===== config.mk =====
export PLATFORM = sky130hd
export DESIGN_NAME = ctrl_regs
export DESIGN_NICKNAME = d
export VERILOG_FILES = /design/src/rtl/ctrl_regs.sv
export SDC_FILE = /design/constraint.sdc
export NUM_CORES = 1
export LEC_CHECK = 0
export BUFFER_PORTS_ARGS = -buffer_cell sky130_fd_sc_hd__buf_4
export CORE_ASPECT_RATIO = 2
export CORE_MARGIN = 1.5
export CORE_UTILIZATION = 35
export CTS_CLUSTER_SIZE = 20
export DETAILED_ROUTE_END_ITERATION = 8
export MAX_ROUTING_LAYER = met4
export SLEW_MARGIN = 15
export SYNTH_ARGS = -nofsm -noshare
export SYNTH_HDL_FRONTEND = slang
export SYNTH_SLANG_ARGS = --single-unit

===== constraint.sdc =====
create_clock -name clk -period 3.9 [get_ports clk]
set_clock_uncertainty 0.1 [all_clocks]
set_input_delay 0.195 -clock clk [delete_from_list [all_inputs] [get_ports clk]]
set_output_delay 0.195 -clock clk [all_outputs]
set_load 0.02 [all_outputs]

===== src/rtl/ctrl_regs.sv =====
module ctrl_regs #(
  parameter int          ADDR_W     = 5,
  parameter logic [31:0] HW_VERSION = 32'h0002_0001,
  parameter logic [31:0] ERR_RESET  = 32'h0000_FFFF
) (
  input  logic              clk,
  input  logic              rst_n,
  input  logic              wr_en,
  input  logic              rd_en,
  input  logic [ADDR_W-1:0] addr,
  input  logic [31:0]       wdata,
  output logic [31:0]       rdata,
  output logic              rd_err,
  output logic [63:0]       region_addr,
  output logic [31:0]       irq_mask,
  output logic              load_pulse,
  output logic              start_pulse,
  output logic              unquiesce_pulse,
  output logic              stop_pulse,
  output logic              exec_pulse
);

  localparam logic [ADDR_W-1:0] OFF_VER  = ADDR_W'(8'h00);
  localparam logic [ADDR_W-1:0] OFF_LO   = ADDR_W'(8'h04);
  localparam logic [ADDR_W-1:0] OFF_HI   = ADDR_W'(8'h08);
  localparam logic [ADDR_W-1:0] OFF_CTL  = ADDR_W'(8'h0C);
  localparam logic [ADDR_W-1:0] OFF_MASK = ADDR_W'(8'h10);
  localparam logic [ADDR_W-1:0] OFF_REQ  = ADDR_W'(8'h14);
  localparam logic [ADDR_W-1:0] OFF_ERR  = ADDR_W'(8'h18);

  localparam logic [31:0] OP_ACTIVATE  = 32'd0;
  localparam logic [31:0] OP_UNQUIESCE = 32'd1;
  localparam logic [31:0] OP_RESET     = 32'd2;

  logic [63:0] base_q;
  logic [31:0] ctl_q, mask_q, req_q, err_q;
  logic [31:0] rd_mux;
  logic        rd_hit;

  wire wr_lo   = wr_en && addr == OFF_LO;
  wire wr_hi   = wr_en && addr == OFF_HI;
  wire wr_ctl  = wr_en && addr == OFF_CTL;
  wire wr_mask = wr_en && addr == OFF_MASK;
  wire wr_req  = wr_en && addr == OFF_REQ;
  wire op_act  = wr_ctl && wdata == OP_ACTIVATE;
  wire op_unq  = wr_ctl && wdata == OP_UNQUIESCE;
  wire op_rst  = wr_ctl && wdata == OP_RESET;

  always_ff @(posedge clk) begin
    if (!rst_n) begin
      base_q <= '0;
      ctl_q  <= '0;
      mask_q <= '0;
      req_q  <= '0;
      err_q  <= ERR_RESET;
    end else begin
      if (wr_lo)   base_q        <= {32'b0, wdata};
      if (wr_hi)   base_q[63:32] <= base_q[63:32] | wdata;
      if (wr_ctl)  ctl_q         <= wdata;
      if (op_act)  err_q         <= '0;
      if (wr_mask) mask_q        <= wdata;
      if (wr_req)  req_q         <= wdata;
    end
  end

  always_ff @(posedge clk) begin
    if (!rst_n) begin
      load_pulse      <= 1'b0;
      start_pulse     <= 1'b0;
      unquiesce_pulse <= 1'b0;
      stop_pulse      <= 1'b0;
      exec_pulse      <= 1'b0;
    end else begin
      load_pulse      <= wr_hi;
      start_pulse     <= op_act;
      unquiesce_pulse <= op_unq;
      stop_pulse      <= op_rst;
      exec_pulse      <= wr_req && wdata == 32'd0;
    end
  end

  always_comb begin
    rd_hit = 1'b1;
    case (addr)
      OFF_VER:  rd_mux = HW_VERSION;
      OFF_LO:   rd_mux = base_q[31:0];
      OFF_HI:   rd_mux = base_q[63:32];
      OFF_CTL:  rd_mux = ctl_q;
      OFF_MASK: rd_mux = mask_q;
      OFF_REQ:  rd_mux = req_q;
      OFF_ERR:  rd_mux = err_q;
      default: begin
        rd_mux = '0;
        rd_hit = 1'b0;
      end
    endcase
  end

  always_ff @(posedge clk) begin
    if (!rst_n) begin
      rdata  <= '0;
      rd_err <= 1'b0;
    end else if (rd_en) begin
      rdata  <= rd_mux;
      rd_err <= !rd_hit;
    end else begin
      rd_err <= 1'b0;
    end
  end

  assign region_addr = base_q;
  assign irq_mask    = mask_q;

  p_low_clears_upper_r3: assert property (@(posedge clk) disable iff (!rst_n)
    $past(wr_en && addr == OFF_LO) |-> region_addr[63:32] == 32'd0);

  p_high_or_merge_r4: assert property (@(posedge clk) disable iff (!rst_n)
    load_pulse |-> region_addr[63:32] == ($past(region_addr[63:32]) | $past(wdata)));

  p_start_clears_err_r5: assert property (@(posedge clk) disable iff (!rst_n)
    start_pulse |-> err_q == 32'd0);

  p_mask_hold_r8: assert property (@(posedge clk) disable iff (!rst_n)
    !$past(wr_en && addr == OFF_MASK) |-> $stable(irq_mask));

  p_exec_on_zero_r9: assert property (@(posedge clk) disable iff (!rst_n)
    exec_pulse |-> $past(wr_en) && $past(wdata) == 32'd0);

  p_unmapped_zero_r10: assert property (@(posedge clk) disable iff (!rst_n)
    rd_err |-> rdata == 32'd0);

  p_one_pulse_r11: assert property (@(posedge clk) disable iff (!rst_n)
    $onehot0({load_pulse, start_pulse, unquiesce_pulse, stop_pulse, exec_pulse}));

  p_pulse_single_r11: assert property (@(posedge clk) disable iff (!rst_n)
    start_pulse |=> !start_pulse);

endmodule


==> results.sh <==
export IMPL_min_path_type="input pin to register"
export IMPL_ant_nets=0
export IMPL_setup_tns_ps=0
export IMPL_min_period_over_period=0.5994
export IMPL_cts_setup_buffers=0
export IMPL_max_vdd_ir_drop_v=0.0002511
export IMPL_leakage_nw=4.047
export IMPL_place_gp_congestion=0.7981
export IMPL_powerDensity_nw_per_um2=382.4
export IMPL_fin_util=0.4556
export IMPL_cts_root_buffer_cell="clkbuf_16"
export IMPL_dieArea_um2=24990
export IMPL_cts_sinks=199
export IMPL_cts_made_buffers=17
export IMPL_worst_hold_slack_ps=46.87
export IMPL_place_area_um2=9887
export IMPL_fin_cells=1438
export IMPL_nFillCells=2345
export IMPL_place_ws_ps=1272
export IMPL_period_needed_ps=2338
export IMPL_numPortBuffers=174
export IMPL_total_power_mw=4.132
export IMPL_synth_area_um2=8399
export IMPL_required_ps=4100
export IMPL_ff_latch_area_um2=3984
export IMPL_die_w_um=112.5
export IMPL_rsz0062_at_grt="false"
export IMPL_fp_row_count=80
export IMPL_path_clk_slew_ps=80
export IMPL_yosysTopAreaCellShare=0.4743
export IMPL_synthArstFlopShare=0
export IMPL_drive_gt1_frac=0.2024
export IMPL_avgSynthCellArea_um2=8.624
export IMPL_h_tree_depth=4
export IMPL_die_h_um=222.1
export IMPL_ys_types=41
export IMPL_yosys_register_bits=199
export IMPL_grt_overflow=0
export IMPL_worstPathMaxFanout=6
export IMPL_route_detailed_drc=10
export IMPL_routed_wl_um=27570
export IMPL_clock_latency_ps=450
export IMPL_wl_per_cell_um=19.17
export IMPL_cts_tree="yes"
export IMPL_multi_input_area_um2=4068
export IMPL_outcome="finished, violations left"
export IMPL_core_area_um2=23720
export IMPL_drv_cap=0
export IMPL_synth_area_top_cells="dfxtp_1 (47%), nand2_1 (13%), a21boi_0 (7.9%)"
export IMPL_routed_via_density=5.232
export IMPL_timing_fmax_mhz=427.8
export IMPL_firstDrtPassIters=8
export IMPL_start_util=0.3541
export IMPL_drt_initial_drc_count=418
export IMPL_grt_max_degree=103
export IMPL_cp_start_kind="input pin"
export IMPL_yosys_area_top_type="dfxtp_1"
export IMPL_yosysSeqAreaShare=0.4743
export IMPL_area_growth_pct=28.68
export IMPL_final_nets=1180
export IMPL_ys_warn_count=0
export IMPL_relSlewSlack=0.2976
export IMPL_synth_edf_count=0
export IMPL_grt_pass1_vias=7241
export IMPL_fin_area_um2=10810
export IMPL_clk_path_buf_depth=2
export IMPL_synth_cells=974
export IMPL_hold_violations=0
export IMPL_grt_usage=0.2254
export IMPL_crit_type="input pin to register"
export IMPL_setup_viol=0
export IMPL_vias=7523
export IMPL_ios=175
export IMPL_slew_violations=0
export IMPL_crit_path_end_kind="register"
export IMPL_diodes=0
export IMPL_violations="design-rule violations"
export IMPL_dp_cells=1374
export IMPL_dp_final_hpwl_um=18650
export IMPL_setup_ws_ps=1562
export IMPL_cp_data_arrival_time_ps=2540
export IMPL_antenna_found_initial=0
export IMPL_grt_pass1_wl_um=41770
export IMPL_syn_num_nets=1015
export IMPL_synth_flop_cell="dfxtp_1"
export IMPL_worstMarginPinSlew_ps=1054
[state kept, by name, indices dropped and copies added, names as in the netlist]
name	flops
rdata	32
ctl_q	32
req_q	32
start_pulse	1
err_q	1
rd_err	1
exec_pulse	1
unquiesce_pulse	1
region_addr	64
stop_pulse	1
load_pulse	1
irq_mask	32
[cells by family after synthesis]
kind of cell / Yosys count / synth area share
muxes: 62 / 0.07404
AOI/OAI and AO/OA: 246 / 0.2109
buffers and inverters: 84 / 0.04365
and+or+nand+nor: 383 / 0.1971
DFF: 199 / 0.4743
[worst max-delay path, cell delays in order]
cell           delay (ps)
dlygate4sd3_1         530
buf_4                 170
nor4_1                520
nand4_1               310
nor4_1                720
a21oi_1                80
[area by class of cell]
| cell class | count | area share |
|---|---|---|
| clock inverters | 14 | 0.01528 |
| repair buffers | 226 | 0.1658 |
| inverters | 4 | 0.001389 |
| well taps | 287 | 0.03323 |
| multi-input cells | 691 | 0.3764 |
| clock buffers | 17 | 0.03936 |
| flip-flops and latches | 199 | 0.3686 |
[final timing paths]
path / from / end / slack (ps) / cells after the start
max: wdata[26] / err_q[14] / 1560 / 6
min: addr[1] / rd_err / 50 / 3
max reg2reg: err_q[14] / rdata[1] / 2340 / 3
min reg2reg: req_q[25] / req_q[25] / 350 / 2
[synth_stat cells, drive strengths merged (3+ instances only)]
master    n
a21oi    17
buf      29
nor2b    37
nor3      4
a211oi   15
o22ai    15
clkbuf   51
nor2     18
mux2i    61
and3      6
dfxtp   199
nand2   288
a21boi  129
o21ai    17
and2      4
nor4b     3
nor4      8
inv       4
nand3     6
a22oi    32
nand4     3
o221ai   15
[cells in the final DEF, fill, tap and decap left out, drive strengths merged, types with 17 or more instances in the layout]
| cell | count |
|---|---|
| a22oi | 32 |
| nand2 | 288 |
| nor2b | 37 |
| a21oi | 17 |
| dfxtp | 199 |
| dlygate4sd3 | 33 |
| clkbuf | 17 |
| mux2i | 61 |
| a21boi | 129 |
| buf | 193 |
| nor2 | 18 |
| o21ai | 17 |
[per-layer routing]
metal  track usage  wire length [um]  up-vias
li1              -                 -     3675
met2        0.3954             14720      180
met4       0.08738               754        0
met5             -                 0        -
met1        0.2549             11180     3632
met3       0.03472               909       36
[repair_timing]
item	in CTS	in global routing
hold buffers	33	0
gates resized for setup	0	0
hold endpoints to repair	159	0
[power breakdown]
part | internal, mW | switching, mW
Clock | 0.961 | 0.844
Combinational | 0.118 | 0.156
Sequential | 2.04 | 0.0105
(Power assumes the default switching activity.)
